[config.mk]
export PLATFORM = sky130hd
export DESIGN_NAME = chan_status_unit
export DESIGN_NICKNAME = d
export VERILOG_FILES = /design/src/rtl/csu_pkg.sv /design/src/rtl/csu_decode.sv /design/src/rtl/csu_len_ctr.sv /design/src/rtl/csu_status.sv /design/src/rtl/chan_status_unit.sv
export SDC_FILE = /design/constraint.sdc
export NUM_CORES = 1
export LEC_CHECK = 0
export BUFFER_PORTS_ARGS = -buffer_cell sky130_fd_sc_hd__buf_2
export CAP_MARGIN = 20
export CORE_MARGIN = 4
export CORE_UTILIZATION = 35
export DETAILED_ROUTE_END_ITERATION = 7
export SLEW_MARGIN = 20
export SYNTH_ARGS = -nofsm -noshare
export SYNTH_HDL_FRONTEND = slang
export SYNTH_SLANG_ARGS = --single-unit
[constraint.sdc]
create_clock -name clk -period 3.97 [get_ports clk]
set_clock_uncertainty 0.1 [all_clocks]
set_input_delay 0.5955 -clock clk [delete_from_list [all_inputs] [get_ports clk]]
set_output_delay 0.5955 -clock clk [all_outputs]
set_load 0.1 [all_outputs]
[src/rtl/csu_pkg.sv]
package csu_pkg;

  localparam int CH_N  = 4;
  localparam int LEN_W = 8;
  localparam int IDX_W = 5;
  localparam int ADR_W = 16;

  typedef enum logic [1:0] {
    CH_SQ1 = 2'd0,
    CH_SQ2 = 2'd1,
    CH_TRI = 2'd2,
    CH_NOI = 2'd3
  } chan_e;

  // Length values indexed by write data bits 7..3.
  function automatic logic [LEN_W-1:0] len_lookup(input logic [IDX_W-1:0] idx);
    logic [LEN_W-1:0] v;
    case (idx)
      5'd0:  v = 8'd10;
      5'd1:  v = 8'd254;
      5'd2:  v = 8'd20;
      5'd3:  v = 8'd2;
      5'd4:  v = 8'd40;
      5'd5:  v = 8'd4;
      5'd6:  v = 8'd80;
      5'd7:  v = 8'd6;
      5'd8:  v = 8'd160;
      5'd9:  v = 8'd8;
      5'd10: v = 8'd60;
      5'd11: v = 8'd10;
      5'd12: v = 8'd14;
      5'd13: v = 8'd12;
      5'd14: v = 8'd26;
      5'd15: v = 8'd14;
      5'd16: v = 8'd12;
      5'd17: v = 8'd16;
      5'd18: v = 8'd24;
      5'd19: v = 8'd18;
      5'd20: v = 8'd48;
      5'd21: v = 8'd20;
      5'd22: v = 8'd96;
      5'd23: v = 8'd22;
      5'd24: v = 8'd192;
      5'd25: v = 8'd24;
      5'd26: v = 8'd72;
      5'd27: v = 8'd26;
      5'd28: v = 8'd16;
      5'd29: v = 8'd28;
      5'd30: v = 8'd32;
      default: v = 8'd30;
    endcase
    return v;
  endfunction

endpackage

[src/rtl/csu_decode.sv]
module csu_decode
  import csu_pkg::*;
#(
  parameter logic [ADR_W-1:0] ENA_ADDR    = 16'h4015,
  parameter logic [ADR_W-1:0] LEN_BASE    = 16'h4003,
  parameter int               LEN_STRIDE  = 4
) (
  input  logic             bus_wr,
  input  logic             bus_rd,
  input  logic [ADR_W-1:0] bus_addr,
  output logic [CH_N-1:0]  ld_hit,
  output logic             ena_wr,
  output logic             stat_rd
);

  genvar g;
  generate
    for (g = 0; g < CH_N; g++) begin : g_ld
      localparam logic [ADR_W-1:0] ADDR_G = LEN_BASE + ADR_W'(g * LEN_STRIDE);
      assign ld_hit[g] = bus_wr && (bus_addr == ADDR_G);
    end
  endgenerate

  always_comb begin
    ena_wr  = bus_wr && (bus_addr == ENA_ADDR);
    stat_rd = bus_rd && (bus_addr == ENA_ADDR);
  end

endmodule

[src/rtl/csu_len_ctr.sv]
module csu_len_ctr
  import csu_pkg::*;
(
  input  logic             clk,
  input  logic             rst_n,
  input  logic             ch_en,
  input  logic             ld_hit,
  input  logic [LEN_W-1:0] ld_val,
  input  logic             ena_wr,
  input  logic             new_en,
  input  logic             half_tick,
  input  logic             halt,
  output logic             active
);

  logic [LEN_W-1:0] cnt_q, cnt_d;
  logic             cnt_ce;
  logic             zero_now, load_now, dec_now;

  always_comb begin
    zero_now = ena_wr && !new_en;
    load_now = ld_hit && ch_en;
    dec_now  = half_tick && !halt && (cnt_q != '0);
    cnt_ce   = zero_now || load_now || dec_now;
    cnt_d    = cnt_q;
    if (zero_now)      cnt_d = '0;
    else if (load_now) cnt_d = ld_val;
    else if (dec_now)  cnt_d = cnt_q - LEN_W'(1);
  end

  always_ff @(posedge clk or negedge rst_n) begin
    if (!rst_n)      cnt_q <= '0;
    else if (cnt_ce) cnt_q <= cnt_d;
  end

  assign active = (cnt_q != '0);

  // a disable write clears the counter at that edge
  a_r5_disable_zero: assert property (@(posedge clk) disable iff (!rst_n)
    (ena_wr && !new_en) |=> (cnt_q == '0));

  // a load to a disabled channel changes nothing
  a_r4_load_blocked: assert property (@(posedge clk) disable iff (!rst_n)
    (ld_hit && !ch_en && !half_tick && !ena_wr) |=> $stable(cnt_q));

  // a running, unhalted counter steps down by one
  a_r6_decrement: assert property (@(posedge clk) disable iff (!rst_n)
    (half_tick && !halt && (cnt_q != '0) && !ld_hit && !ena_wr)
      |=> (cnt_q == $past(cnt_q) - LEN_W'(1)));

  // a halted counter holds its value on a tick
  a_r7_halt_hold: assert property (@(posedge clk) disable iff (!rst_n)
    (half_tick && halt && !ld_hit && !ena_wr) |=> $stable(cnt_q));

  // a load in the same cycle as a tick lands undecremented
  a_r8_load_wins: assert property (@(posedge clk) disable iff (!rst_n)
    (ld_hit && ch_en && half_tick && !ena_wr) |=> (cnt_q == $past(ld_val)));

endmodule

[src/rtl/csu_status.sv]
module csu_status
  import csu_pkg::*;
(
  input  logic            clk,
  input  logic            rst_n,
  input  logic            stat_rd,
  input  logic            ena_wr,
  input  logic [CH_N-1:0] len_active,
  input  logic            dm_bytes_left,
  input  logic            frame_irq,
  input  logic            dm_irq,
  output logic [7:0]      rd_data,
  output logic            rd_valid,
  output logic            frame_irq_clr,
  output logic            dm_irq_clr
);

  logic [7:0] data_q, data_d;
  logic       vld_q, vld_d;
  logic       fclr_q, fclr_d;
  logic       dclr_q, dclr_d;

  always_comb begin
    data_d = {dm_irq, frame_irq, 1'b0, dm_bytes_left, len_active};
    vld_d  = stat_rd;
    fclr_d = stat_rd;
    dclr_d = ena_wr;
  end

  always_ff @(posedge clk or negedge rst_n) begin
    if (!rst_n)       data_q <= '0;
    else if (stat_rd) data_q <= data_d;
  end

  always_ff @(posedge clk or negedge rst_n) begin
    if (!rst_n) begin
      vld_q  <= 1'b0;
      fclr_q <= 1'b0;
      dclr_q <= 1'b0;
    end else begin
      vld_q  <= vld_d;
      fclr_q <= fclr_d;
      dclr_q <= dclr_d;
    end
  end

  assign rd_data       = data_q;
  assign rd_valid      = vld_q;
  assign frame_irq_clr = fclr_q;
  assign dm_irq_clr    = dclr_q;

  // a read yields a clear pulse together with the data
  a_r10_clear_with_read: assert property (@(posedge clk) disable iff (!rst_n)
    stat_rd |=> (frame_irq_clr && rd_valid));

  // the clear pulse lasts one cycle unless a new read follows
  a_r10_pulse_single: assert property (@(posedge clk) disable iff (!rst_n)
    (frame_irq_clr && !stat_rd) |=> !frame_irq_clr);

  // an enable-register write yields the interrupt clear pulse
  a_r11_dm_clear: assert property (@(posedge clk) disable iff (!rst_n)
    ena_wr |=> dm_irq_clr);

  // the captured frame flag matches its value at the strobe
  a_r9_frame_bit: assert property (@(posedge clk) disable iff (!rst_n)
    stat_rd |=> (rd_data[6] == $past(frame_irq)));

endmodule

[src/rtl/chan_status_unit.sv]
module chan_status_unit
  import csu_pkg::*;
(
  input  logic        clk,
  input  logic        rst_n,
  input  logic        bus_wr,
  input  logic        bus_rd,
  input  logic [15:0] bus_addr,
  input  logic [7:0]  bus_wdata,
  input  logic        half_tick,
  input  logic [3:0]  len_halt,
  input  logic        dm_bytes_left,
  input  logic        dm_irq,
  input  logic        frame_irq,
  output logic [7:0]  rd_data,
  output logic        rd_valid,
  output logic [3:0]  len_active,
  output logic        dm_enable,
  output logic        frame_irq_clr,
  output logic        dm_irq_clr
);

  localparam int DM_BIT = CH_N;

  // Reset: asserted asynchronously, released on a clock edge.
  logic [1:0] rst_sync_q;
  logic       rst_i_n;

  always_ff @(posedge clk or negedge rst_n) begin
    if (!rst_n) rst_sync_q <= 2'b00;
    else        rst_sync_q <= {rst_sync_q[0], 1'b1};
  end
  assign rst_i_n = rst_sync_q[1];

  logic [CH_N-1:0]   ld_hit;
  logic              ena_wr, stat_rd;
  logic [CH_N-1:0]   ch_en_q, ch_en_d;
  logic              dm_en_q, dm_en_d;
  logic              en_ce;
  logic [LEN_W-1:0]  ld_val;

  csu_decode u_dec (
    .bus_wr  (bus_wr),
    .bus_rd  (bus_rd),
    .bus_addr(bus_addr),
    .ld_hit  (ld_hit),
    .ena_wr  (ena_wr),
    .stat_rd (stat_rd)
  );

  always_comb begin
    en_ce   = ena_wr;
    ch_en_d = bus_wdata[CH_N-1:0];
    dm_en_d = bus_wdata[DM_BIT];
    ld_val  = len_lookup(bus_wdata[7 -: IDX_W]);
  end

  always_ff @(posedge clk or negedge rst_i_n) begin
    if (!rst_i_n) begin
      ch_en_q <= '0;
      dm_en_q <= 1'b0;
    end else if (en_ce) begin
      ch_en_q <= ch_en_d;
      dm_en_q <= dm_en_d;
    end
  end

  genvar g;
  generate
    for (g = 0; g < CH_N; g++) begin : g_ch
      csu_len_ctr u_ctr (
        .clk      (clk),
        .rst_n    (rst_i_n),
        .ch_en    (ch_en_q[g]),
        .ld_hit   (ld_hit[g]),
        .ld_val   (ld_val),
        .ena_wr   (ena_wr),
        .new_en   (bus_wdata[g]),
        .half_tick(half_tick),
        .halt     (len_halt[g]),
        .active   (len_active[g])
      );
    end
  endgenerate

  csu_status u_st (
    .clk          (clk),
    .rst_n        (rst_i_n),
    .stat_rd      (stat_rd),
    .ena_wr       (ena_wr),
    .len_active   (len_active),
    .dm_bytes_left(dm_bytes_left),
    .frame_irq    (frame_irq),
    .dm_irq       (dm_irq),
    .rd_data      (rd_data),
    .rd_valid     (rd_valid),
    .frame_irq_clr(frame_irq_clr),
    .dm_irq_clr   (dm_irq_clr)
  );

  assign dm_enable = dm_en_q;

  // the sample-engine enable follows data bit 4 of an enable write
  a_r2_dm_enable: assert property (@(posedge clk) disable iff (!rst_i_n)
    ena_wr |=> (dm_enable == $past(bus_wdata[DM_BIT])));

  // no activity while in reset
  a_r1_reset_quiet: assert property (@(posedge clk)
    !rst_i_n |-> (len_active == '0 && !rd_valid && !dm_enable));

endmodule

=== Word level (Yosys, flattened, before mapping) ===
Memories as Yosys holds them, arrays and structs flattened.
Cells that the tools add are included.

* Equal/unequal tests: 5
* Reduce and logical (&&, ||, !) cells: 50
* $add $sub $neg: 4
* Mux-type cells: 12

{| class="wikitable"
|+ Operator list
! kind !! number
|-
| $mux W8 || 12
|-
| $eq A16 B15 Y1 const B || 5
|-
| $reduce_bool A8 Y1 || 4
|-
| $sub A8 B1 Y8 const B || 4
|-
| $logic_and A1 B1 Y1 || 22
|-
| $reduce_bool A3 Y1 || 4
|-
| $logic_not A1 Y1 || 8
|-
| $logic_or A1 B1 Y1 || 8
|-
| $reduce_and A2 Y1 || 4
|}

* Logic and storage cells: 82
* Memory bits (read-only): 224
* Memories kept: 1
* Register bits: 48
* Output and inout port bits: 16
* Input port bits: 36

{| class="wikitable"
|+ Memories
! name !! words !! width !! read ports !! clocked after memory_dff !! write ports !! RTL line !! text
|-
| (name not given) || 32 || 7 || 1 || 0 || 0 || csu_pkg.sv:18 || <nowiki>case (idx)</nowiki>
|}

=== Longest topological paths before layout ===
* Depth in word-level cells: 6
* Mapped depth: 8
* Depth with buffers taken out: 7

=== Hierarchy ===
From an unflattened synthesis, not the netlist that was laid out.

* Cells, all modules: 351
* Area total of the unflattened synthesis: 3417.0 um^2

{| class="wikitable"
|+ Modules (own cells, without submodules)
! module !! area each (um^2) !! instances !! cells each !! sequential area each (um^2)
|-
| csu_len_ctr at g_ch[0].u_ctr ... || 556.8 || 3 || 61 || 200.2
|-
| chan_status_unit || 674.4 || 1 || 68 || 175.2
|-
| csu_len_ctr at g_ch[3].u_ctr || 569.3 || 1 || 60 || 200.2
|-
| csu_status || 360.3 || 1 || 20 || 225.2
|-
| csu_decode || 142.6 || 1 || 20 || 0.0
|}

=== Worst setup path before layout ===
OpenSTA, ideal clock, no wires.

* Path kind: input port to flip-flop
* From: input bus_wdata[3]
* To: register g_ch[0].u_ctr.cnt_q[4]
* Slack: 1642 ps
* Arrival time: 2151 ps
* Setup time: 77 ps
* Path buffers: 1
* Stages on the path: 8
* Data required time: 3793 ps
* Path through: clkbuf_1 inv_1 ha_1 or3b_2 a21oi_1 a31oi_1 a21o_1 a21oi_1

* Word-level cells in the longest chain between the ends: 3

{| class="wikitable"
|+ RTL lines
! element !! RTL line !! text
|-
| start, declared || chan_status_unit.sv:9 || <nowiki>input logic [7:0] bus_wdata,</nowiki>
|-
| $mem_v2 Z32 W7 || n/a ||
|-
| $mux W8 || csu_len_ctr.sv:27 || <nowiki>else if (load_now) cnt_d = ld_val;</nowiki>
|-
| $mux W8 || csu_len_ctr.sv:26 || <nowiki>if (zero_now) cnt_d = '0;</nowiki>
|-
| end signal, assigned || csu_len_ctr.sv:33 || <nowiki>else if (cnt_ce) cnt_q <= cnt_d;</nowiki>
|-
| end, declared || csu_len_ctr.sv:16 || <nowiki>logic [LEN_W-1:0] cnt_q, cnt_d;</nowiki>
|}

Every way passes these cells.
A chain may end at the register's enable or synchronous reset.

=== Worst setup path in the final report ===
* From: register g_ch[0].u_ctr.cnt_q[0]
* To: output len_active[0]

* Word-level cells in the longest chain between the ends: 1

{| class="wikitable"
|+ RTL lines
! element !! RTL line !! text
|-
| $reduce_bool A8 Y1 || csu_len_ctr.sv:36 || <nowiki>assign active = (cnt_q != '0);</nowiki>
|-
| end, declared || chan_status_unit.sv:17 || <nowiki>output logic [3:0] len_active,</nowiki>
|}

Every way passes these cells.

==> impl_results.md <==
- GRT Resource Usage Total: 14.6%
- Site Rows: 34
- Final WS setup: ~1.1 ns
- CP startpoint kind: register
- Gate Count Post-Synth: 362
- Post-synth top cells: dfrtp_1 (48), nand2_1 (35), nor2_1 (34)
- Synth top area share: a little under two fifths
- Worst-Skew Late Latency: 0.31 ns
- Htree depth: 2
- Pre-antenna DRT Iters: 4
- Vias per cell: 5.44
- Logic pwr share: 35.5%
- Hold_ws: 0.242 ns
- Num CTS Buffers: 5
- Largest stage delay on the critical path: 0.49 ns
- Setup WS pre-CTS: 1.24 ns
- Synth async-reset ratio: 100%
- Seq/Total Area, Yosys: a little under two fifths
- Crit path kind: reg2out
- Pint: 1.16 mW
- Final Non-Filler Cells: 513
- Post-synthesis compound-gate area fraction: 15.5%
- Design Area, Final: 3650 um^2
- P per Cell Area: 509 nW/um^2
- Inserted Diodes: 0
- Slew Limit Headroom: 49.3%
- Number of flops mapped to enable cells by yosys: 0
- # clock sinks: 48
- Distinct cells, synth: 60
- Cell mode on critical path: inv_1
- Layout cells sized above 1: 19.5%
- Remaining Overflow, GRT: 0
- Post-Syn Nets: 412
- Final Max Slew Viols: 0
- Met2 Use GR: 24.6%
- Slowest CP cell: nor4b_1
- Initial Util: between 30 and 40%
- WP data required: 3.27 ns
- Final hold violations: 0
- Final #Nets: 454
- Post-synthesis simple-gate area fraction: 28.1%
- Top Usage Layer GRT: met2
- Top FF cell, synth: dfrtp_1
- Static Leakage: ~1.6 nW
- P&R area growth vs syn: 13.4%
- First-pass GRT wire length: between 10000 and 15000 um
- Status: finished, final reports clean
- Area of the core: between 8000 and 9000 um^2
- Flip-flop and latch area: 1200 um^2
- ANT nets after route: 0
- F_max: 0.345 GHz
- #FFs+latches synth: 48
- GR Layer Usage met1: 19.4%
- Placed cell area: 3520 um^2
- Final WL: between 7000 and 8000 um
- Hpwl dp: 6020 um
- GPL Wtd Cong: around 0.86
- Setup violators final: 0
- Sequential Power Share: between 40% and 50%
- Mean post-synth cell area: ~8.9 um^2
- CTS tree: yes
- Die height: 104 um
- Max Cap Viol: 0
- DP Cell Count: 504
- WP data arrival: 2.21 ns
- Filler cells: between 900 and 1000
- Post-synthesis xor/xnor area fraction: around 4.1%
- Met3 Usage GRT: 2.36%
- Tightest Pin Transition: between 0.7 and 0.8 ns
- CTS clk-pin slew, worst paths: 0.10 ns
- Clock network fraction of design power: 20.5%
- Final critical-path share of the clock period: 73.1%
- Number of global-route vias before repair: 2698
- Crit end category: output pin
- Port bufs: 50
- Die area: 10800 um^2
- NetSw: 0.705 mW
- Tot Pwr: 1.86 mW
- Syn. warnings: 0
- Die X-Extent: ~100 um
- Worst Hold Class: reg2async
- Minimum clock period: slightly below 3 ns
- Largest net degree at the start of global routing: 47
- Final Core Density: 41.3%
- Post-CTS setup buffers: 0
- Clk root buf: clkbuf_8
- Max Root-Sink Buffers: 2
- Ordered cell list for the critical path: inv_1 -> ha_1 -> nor4b_1 -> and2_0 -> inv_1 -> buf_2
- Switching share of power: 37.9%
- Unrepaired setup endpoints after global routing: false
- WL per Instance: 15.5 um
- Peak supply drop: 0.000181 V
- Io pins: 52
- CP Max Fanout: 6
- Synthesized cell area: 3220 um^2
- Ranking of synthesized cells by area: dfrtp_1 (37%), ha_1 (5.4%), a211oi_1 (5.1%)
- Most numerous cell in the Yosys netlist: dfrtp_1
- Initial antenna violation count: 0
- Adder-cell share of the synthesized area: 5.44%
- Largest family of logic cells by synthesized area: simple AND/OR/NAND/NOR gates
- Fraction of synthesized area in multiplexers: 4.35%
- 1st-iter DRT viols: 106
- TNS Setup: 0 ns
- Number of remaining DRC errors: 0
- Routed via count: 2790
- Multi-input gate area: 1860 um^2
- Largest area contributor in the netlist: dfrtp_1
-- layout make-up --
| cell class | instances | share of cell area (%) |
|---|---|---|
| flip-flops and latches | 48 | 33.0 |
| clock buffers | 6 | 2.26 |
| inverters | 20 | 2.05 |
| repair buffers | 51 | 7.12 |
| well taps | 108 | 3.70 |
| multi-input cells | 278 | 50.8 |
| clock inverters | 2 | 1.06 |
-- flip-flops by register name (all words and copies together) (netlist names) --
| name | cells |
|---|---|
| u_st.rd_data | 7 |
| dm_enable | 1 |
| g_ch.u_ctr.cnt_q | 32 |
| u_st.dm_irq_clr | 1 |
| ch_en_q | 4 |
| u_st.rd_valid | 1 |
| rst_sync_q | 2 |
-- worst max-delay path, delay by kind of cell, from the launching register on --
family        cells  cell delay, ns
flops             1            0.41
simple gates      2            0.89
buf+inv           3            0.45
fa+ha+maj         1            0.14
-- metal layers --
layer  wire (um)  part of all wire, %
met5           0                    0
met4         110                  1.4
met3         381                  4.8
met2        3700                   47
met1        3750                   47
-- cell families after synthesis --
group                      count (synthesis)
buffers and inverters                     36
adders and majority gates                 14
muxes                                     13
other                                      2
DFF                                       48
and+or+nand+nor                          160
xor gates and xnor gates                  15
AOI/OAI and AO/OA                         74
-- timing repair --
item                                    CTS  global route
hold endpoints to repair                  2             0
endpoints found under the setup margin    0             0
hold buffers                              1             0
gates resized for setup                   0             0
-- final timing paths --
check                                        from  slack, ns                     end  depth (start not counted)
max                        g_ch[0].u_ctr.cnt_q[0]       1.07           len_active[0]                          6
min                                 rst_sync_q[1]       0.24         u_st.rd_data[0]                          0
max reg2reg                g_ch[0].u_ctr.cnt_q[0]       1.79  g_ch[0].u_ctr.cnt_q[6]                          7
min reg2reg                         rst_sync_q[1]       0.24         u_st.rd_data[0]                          0
max in group asynchronous           rst_sync_q[1]       3.09  g_ch[3].u_ctr.cnt_q[0]                          0
min in group clk                    rst_sync_q[0]       0.26           rst_sync_q[1]                          0
-- cell usage in the layout (no fill, tap or decap), types with 3 or more instances in the layout --
cell type,count
ha_1,14
nor4_1,8
inv_1,20
buf_2,50
or2_2,3
nor2b_1,8
and4b_1,3
nand3_1,5
clkbuf_8,6
dfrtp_1,47
xor2_1,8
nand2_1,35
nor4bb_1,4
xnor2_1,7
mux2i_1,5
or3_1,4
mux2_2,7
nand2b_1,4
a211oi_1,22
o21ai_0,12
nand3b_1,4
nor3b_1,3
a21o_1,3
nand4_1,3
nor2_1,34
nor3_1,19
a21oi_1,19
-- power groups by stage --
stage	Sequential [mW]	Clock (mW)	Combinational, mW
after floorplan	0.786	0	0.532
after global placement	0.822	0	0.641
after detailed placement	0.829	0	0.655
after CTS	0.818	0.392	0.664
after global routing	0.846	0.411	0.745
final	0.819	0.381	0.660
No activity file was read; power rests on OpenSTA's default activity.
